**src/rtl/nco_pkg.sv**
```systemverilog
package nco_pkg;

  typedef enum logic [1:0] {
    WR_IDLE   = 2'd0,
    WR_STAGE  = 2'd1,
    WR_COMMIT = 2'd2
  } wr_kind_e;

  function automatic wr_kind_e decode_write(input logic hi_wr, input logic lo_wr);
    if (lo_wr)      return WR_COMMIT;
    else if (hi_wr) return WR_STAGE;
    else            return WR_IDLE;
  endfunction

endpackage

```
**src/rtl/nco_word_stage.sv**
```systemverilog
module nco_word_stage #(
  parameter int WORD_W = 16,
  localparam int BYTE_W = WORD_W / 2
) (
  input  logic              clk,
  input  logic              rst,
  input  logic              hi_wr,
  input  logic              lo_wr,
  input  logic [BYTE_W-1:0] wr_byte,
  output logic [WORD_W-1:0] word
);
  import nco_pkg::*;

  logic [BYTE_W-1:0] staged_hi;
  wr_kind_e          wr_kind;

  assign wr_kind = decode_write(hi_wr, lo_wr);

  always_ff @(posedge clk) begin
    if (rst) begin
      staged_hi <= '0;
      word      <= '0;
    end else begin
      case (wr_kind)
        WR_STAGE:  staged_hi <= wr_byte;
        WR_COMMIT: word      <= {staged_hi, wr_byte};
        default: ;
      endcase
    end
  end

  assert_reset_word_R1: assert property (@(posedge clk)
    rst |=> (word == '0));

  assert_reset_stage_R10: assert property (@(posedge clk)
    rst |=> (staged_hi == '0));

  assert_hi_holds_word_R2: assert property (@(posedge clk) disable iff (rst)
    (hi_wr && !lo_wr) |=> $stable(word));

  assert_commit_R3: assert property (@(posedge clk) disable iff (rst)
    lo_wr |=> (word == {$past(staged_hi), $past(wr_byte)}));

  assert_both_keep_stage_R9: assert property (@(posedge clk) disable iff (rst)
    (hi_wr && lo_wr) |=> $stable(staged_hi));

endmodule

```
**src/rtl/nco_phase_acc.sv**
```systemverilog
module nco_phase_acc #(
  parameter int WORD_W = 16
) (
  input  logic              clk,
  input  logic              rst,
  input  logic              run,
  input  logic [WORD_W-1:0] word,
  output logic [WORD_W-1:0] phase,
  output logic [WORD_W-1:0] step
);
  localparam logic [WORD_W-1:0] HALF = {1'b1, {(WORD_W-1){1'b0}}};

  function automatic logic [WORD_W-1:0] fold_step(input logic [WORD_W-1:0] w);
    if (w[WORD_W-1]) return (~w) + 1'b1;
    else             return w;
  endfunction

  assign step = fold_step(word);

  always_ff @(posedge clk) begin
    if (rst)       phase <= '0;
    else if (!run) phase <= '0;
    else           phase <= phase + step;
  end

  assert_step_range_R4: assert property (@(posedge clk) disable iff (rst)
    step <= HALF);

  assert_stop_zero_R6: assert property (@(posedge clk) disable iff (rst)
    !run |=> (phase == '0));

  assert_reset_phase_R1: assert property (@(posedge clk)
    rst |=> (phase == '0));

endmodule

```
**src/rtl/nco_edge_tick.sv**
```systemverilog
module nco_edge_tick (
  input  logic clk,
  input  logic rst,
  input  logic level,
  output logic pulse
);
  logic level_q;

  always_ff @(posedge clk) begin
    if (rst) level_q <= 1'b0;
    else     level_q <= level;
  end

  assign pulse = level & ~level_q;

  assert_tick_single_R7: assert property (@(posedge clk) disable iff (rst)
    pulse |=> !pulse);

endmodule

```
**src/rtl/nco_vargen.sv**
```systemverilog
module nco_vargen #(
  parameter int WORD_W = 16,
  localparam int BYTE_W = WORD_W / 2
) (
  input  logic              clk,
  input  logic              rst,
  input  logic              run,
  input  logic              hi_wr,
  input  logic              lo_wr,
  input  logic [BYTE_W-1:0] wr_data,
  output logic              sq_out,
  output logic              tick
);
  logic [WORD_W-1:0] word_live;
  logic [WORD_W-1:0] phase_now;
  logic [WORD_W-1:0] step_now;
  logic              phase_msb;

  nco_word_stage #(.WORD_W(WORD_W)) u_word (
    .clk     (clk),
    .rst     (rst),
    .hi_wr   (hi_wr),
    .lo_wr   (lo_wr),
    .wr_byte (wr_data),
    .word    (word_live)
  );

  nco_phase_acc #(.WORD_W(WORD_W)) u_acc (
    .clk   (clk),
    .rst   (rst),
    .run   (run),
    .word  (word_live),
    .phase (phase_now),
    .step  (step_now)
  );

  assign phase_msb = phase_now[WORD_W-1];

  nco_edge_tick u_tick (
    .clk   (clk),
    .rst   (rst),
    .level (phase_msb),
    .pulse (tick)
  );

  assign sq_out = phase_msb;

  assert_tick_on_rise_R7: assert property (@(posedge clk) disable iff (rst)
    tick |-> (sq_out && !$past(sq_out)));

  assert_stopped_quiet_R6: assert property (@(posedge clk) disable iff (rst)
    !run |=> (!sq_out && !tick));

  assert_stepping_R5: assert property (@(posedge clk) disable iff (rst)
    (run && $past(run)) |-> (phase_now == $past(phase_now) + $past(step_now)));

endmodule

```
**config.mk**
```make
export PLATFORM = sky130hd
export DESIGN_NAME = nco_vargen
export DESIGN_NICKNAME = d
export VERILOG_FILES = /design/src/rtl/nco_pkg.sv /design/src/rtl/nco_word_stage.sv /design/src/rtl/nco_phase_acc.sv /design/src/rtl/nco_edge_tick.sv /design/src/rtl/nco_vargen.sv
export SDC_FILE = /design/constraint.sdc
export NUM_CORES = 1
export LEC_CHECK = 0
export CAP_MARGIN = 20
export CORE_ASPECT_RATIO = 0.5
export CORE_MARGIN = 3
export CORE_UTILIZATION = 40
export DETAILED_ROUTE_END_ITERATION = 7
export GPL_TIMING_DRIVEN = 0
export SKIP_LAST_GASP = 1
export SYNTH_ARGS = -nofsm -noshare
export SYNTH_HDL_FRONTEND = slang
export SYNTH_SLANG_ARGS = --single-unit
```
**constraint.sdc**
```tcl
create_clock -name clk -period 7.3 [get_ports clk]
set_input_delay 1.46 -clock clk [delete_from_list [all_inputs] [get_ports clk]]
set_output_delay 1.46 -clock clk [all_outputs]
set_load 0.005 [all_outputs]
```
==> flow_metrics.py <==
metrics = {
    "clock_tree": {
        "cts_setup_buffers": 0,
        "cts_buffer_depth": 2,
        "cts.repair.resized": 0,
        "cts_tree": "built",
        "clock-sinks": 41,
        "holdBufCountCts": 0,
        "cts_buffers": 5,
        "insertion_delay_ps": 280,
        "cts_root_buf": "clkbuf_16",
        "path_clk_slew_ps": 60,
        "htreeDepth": 2,
    },
    "yosys": {
        "ys_types": 41,
        "synth_top_area_cell": "dfxtp_1",
        "yosysTopAreaCellShare_pct": 34.4,
        "synth.yosys.seq_area_share_pct": 34.4,
        "synth_edf_count": 0,
        "yosys_most_used_dff": "dfxtp_1",
        "ys_ff_latch": 41,
        "async_flop_share_pct": 0,
        "yosysWarnings": 0,
        "syn_inst": 274,
        "synthTopCellsByArea": "dfxtp_1 34%, mux2i_1 10%, ha_1 10%",
        "syn_area_per_cell_um2": 8.71,
        "synthesis.nets": 307,
        "syn_area_um2": 2390,
    },
    "worst_setup_path": {
        "worst_setup_path_start_kind": "flip-flop",
        "reg2reg_from": "u_word.word[2]",
        "r2r-end": "u_acc.phase[15]",
        "r2r_cells": 11,
        "regToRegSetupSlack_ps": 4170,
        "cp-end-kind": "flip-flop",
        "cp_data_arrival_time_ps": 3340,
        "critPathLaunch": "u_word.word[2]",
        "crit_required_ps": 7510,
        "crit_path_max_fanout": 5,
        "critical_path_class": "reg -> reg",
    },
    "floorplanning": {
        "die_h_um": 60.6,
        "rows": 19,
        "pin_count": 15,
        "die_area_um2": 6980,
        "fp.dieW_um": 115,
        "start_util_pct": 42.5,
        "core_region_area_um2": 5610,
    },
    "timing": {
        "finalHoldViolCount": 0,
        "drv_slew": 0,
        "fmax_mhz": 319,
        "finalSetupTns_ps": 0,
        "tightest_slew_ps": 565,
        "min_period_ps": 3130,
        "whs_ps": 501,
        "max-slew-margin-rel_pct": 62.3,
        "min_period_over_period_pct": 42.9,
        "fin_skew_ps": 1.50,
        "setup_violations": 0,
        "rsz0062_at_grt": "no",
    },
    "global_route": {
        "grt_max_degree": 15,
        "antenna_found_initial": 0,
        "grt-ovfl-total": 0,
        "grt_usage_pct": 15.8,
        "grt_pass1_wl_mm": 8.54,
        "grt_pass1_vias": 1837,
    },
    "place": {
        "port_buffers": 12,
        "dp_hpwl_mm": 4.02,
        "place.gp.congestion": 0.837,
    },
    "drt": {
        "drt_first_pass_iters": 4,
        "routed_via_density": 5.26,
        "final_antenna_net_count": 0,
        "vias": 1929,
        "totalWireLength_mm": 5.10,
        "first_iter_violations": 81,
        "wire_per_inst_um": 13.9,
        "drc": 0,
    },
    "layout": {
        "layout-drive-gt1-share_pct": 5.78,
        "finalNetCount": 326,
        "fill_cells": 529,
        "insertedDiodeCount": 0,
        "syn_to_final_growth_pct": 15.0,
        "mostFrequentLayoutCells": "41 x nor2_1, 41 x dfxtp_1, 24 x mux2i_1",
    },
    "outcome": {
        "status": "finished clean",
    },
    "hold_path": {
        "min_path_cells": 2,
        "hold_end": "u_word.staged_hi[7]",
        "hp-class": "reg -> reg",
        "hp-start": "u_word.staged_hi[7]",
    },
    "pwr": {
        "combPwrFrac_pct": 13.4,
        "vdd.ir_drop.worst_mv": 0.119,
        "p_leak_uw": 0.00115,
        "clkPwrFrac_pct": 41.3,
        "p_sw_uw": 139,
        "swShare_pct": 26.3,
        "intPower_uw": 392,
        "p_per_area_nw_per_um2": 194,
        "pwr-share-seq_pct": 45.4,
    },
    "run": {
        "drv_cap": 0,
    },
}
[power groups by stage]
stage / combinational, uW / sequential, uW / clock [uW]
2_1_floorplan: 52.8 / 243 / 0
6_report: 71.1 / 241 / 219
4_1_cts: 71.7 / 241 / 225
3_5_place_dp: 71.1 / 246 / 0
3_3_place_gp: 69.3 / 245 / 0
5_1_grt: 80.0 / 242 / 235
[cells by family (layout without fill, tap and decap cells)]
family / after synthesis / count (layout) / synth area share [%]
AND/OR/NAND/NOR: 91 / 91 / 18.4
AO/OA/AOI/OAI: 58 / 58 / 15.6
flip-flops: 41 / 41 / 34.4
multiplexers: 25 / 25 / 10.5
adder cells (fa/ha/maj): 20 / 20 / 10.8
buffers and inverters: 20 / 40 / 3.25
XOR/XNOR: 19 / 19 / 6.97
[synthesized netlist by cell type, types with 2 or more instances]
library cell  instances
o31ai_1               5
o211ai_1              4
a21o_1                2
xor2_1                4
nor4_1                2
buf_2                 2
nor2_1               41
xnor2_1              15
clkbuf_1              8
nor3b_1               5
dfxtp_1              41
inv_1                10
or3_1                 2
a211oi_1              3
o21ai_2               2
nor3_1                6
ha_1                 19
nand2b_1              4
nand2_1              16
o31a_1                2
o21ai_0              12
o21a_1                2
nand3_1               7
a21oi_1              19
mux2i_1              24
nor2b_1               2
[worst max-delay path: stages, from the launching register on]
cell	delay, ps
dfxtp_1	390
nor4_4	370
nand2_2	130
or4_4	510
o21ai_2	140
xnor2_1	200
ha_1	320
a21oi_1	190
o211ai_1	110
a221oi_1	400
o211ai_1	150
a21oi_1	170
[worst max path at each step]
stage | to | slack [ps] | depth (start not counted)
after floorplan | u_acc.phase[15] | 4560 | 11
after global placement | u_acc.phase[15] | 4190 | 11
after detailed placement | u_acc.phase[15] | 4160 | 11
after CTS | u_acc.phase[15] | 4140 | 11
after global routing | u_acc.phase[14] | 3960 | 8
final | u_acc.phase[15] | 4170 | 11
[routing by layer]
layer  global-route usage [%]  share of wire, %
met1                     21.9                52
met3                     3.59               3.8
met5                        0                 0
met4                     4.18              0.65
met2                     25.3                43
[area by class of cell]
cell class,instances,area (um2),share of cell area (%)
sequential,41,821,29.9
inverter,10,37.5,1.37
clock inverter,3,21.3,0.775
tap,73,91.3,3.33
buffer,10,40.0,1.46
clock buffer,5,125,4.56
timing repair buffer,12,120,4.38
multi-input combinational,213,1490,54.2
[stage by stage]
stage | total power (uW) | util [%] | instances | cell area [um2] | worst slack [ps]
floorplan | 296 | - | 274 | 2390 | 4560
global placement | 315 | 46.3 | 359 | 2600 | 4190
detailed placement | 317 | 46.3 | 359 | 2600 | 4160
CTS | 538 | 48.9 | 367 | 2740 | 4140
global route | 557 | 48.9 | 367 | 2740 | 3960
finish | 531 | 48.9 | 367 | 2740 | 4170
[flip-flops by register name, indices dropped and copies added, names as in the netlist]
name              count
u_acc.phase          16
u_word.word          16
u_word.staged_hi      8
u_tick.level_q        1
Power figures use the tool's default switching activity.
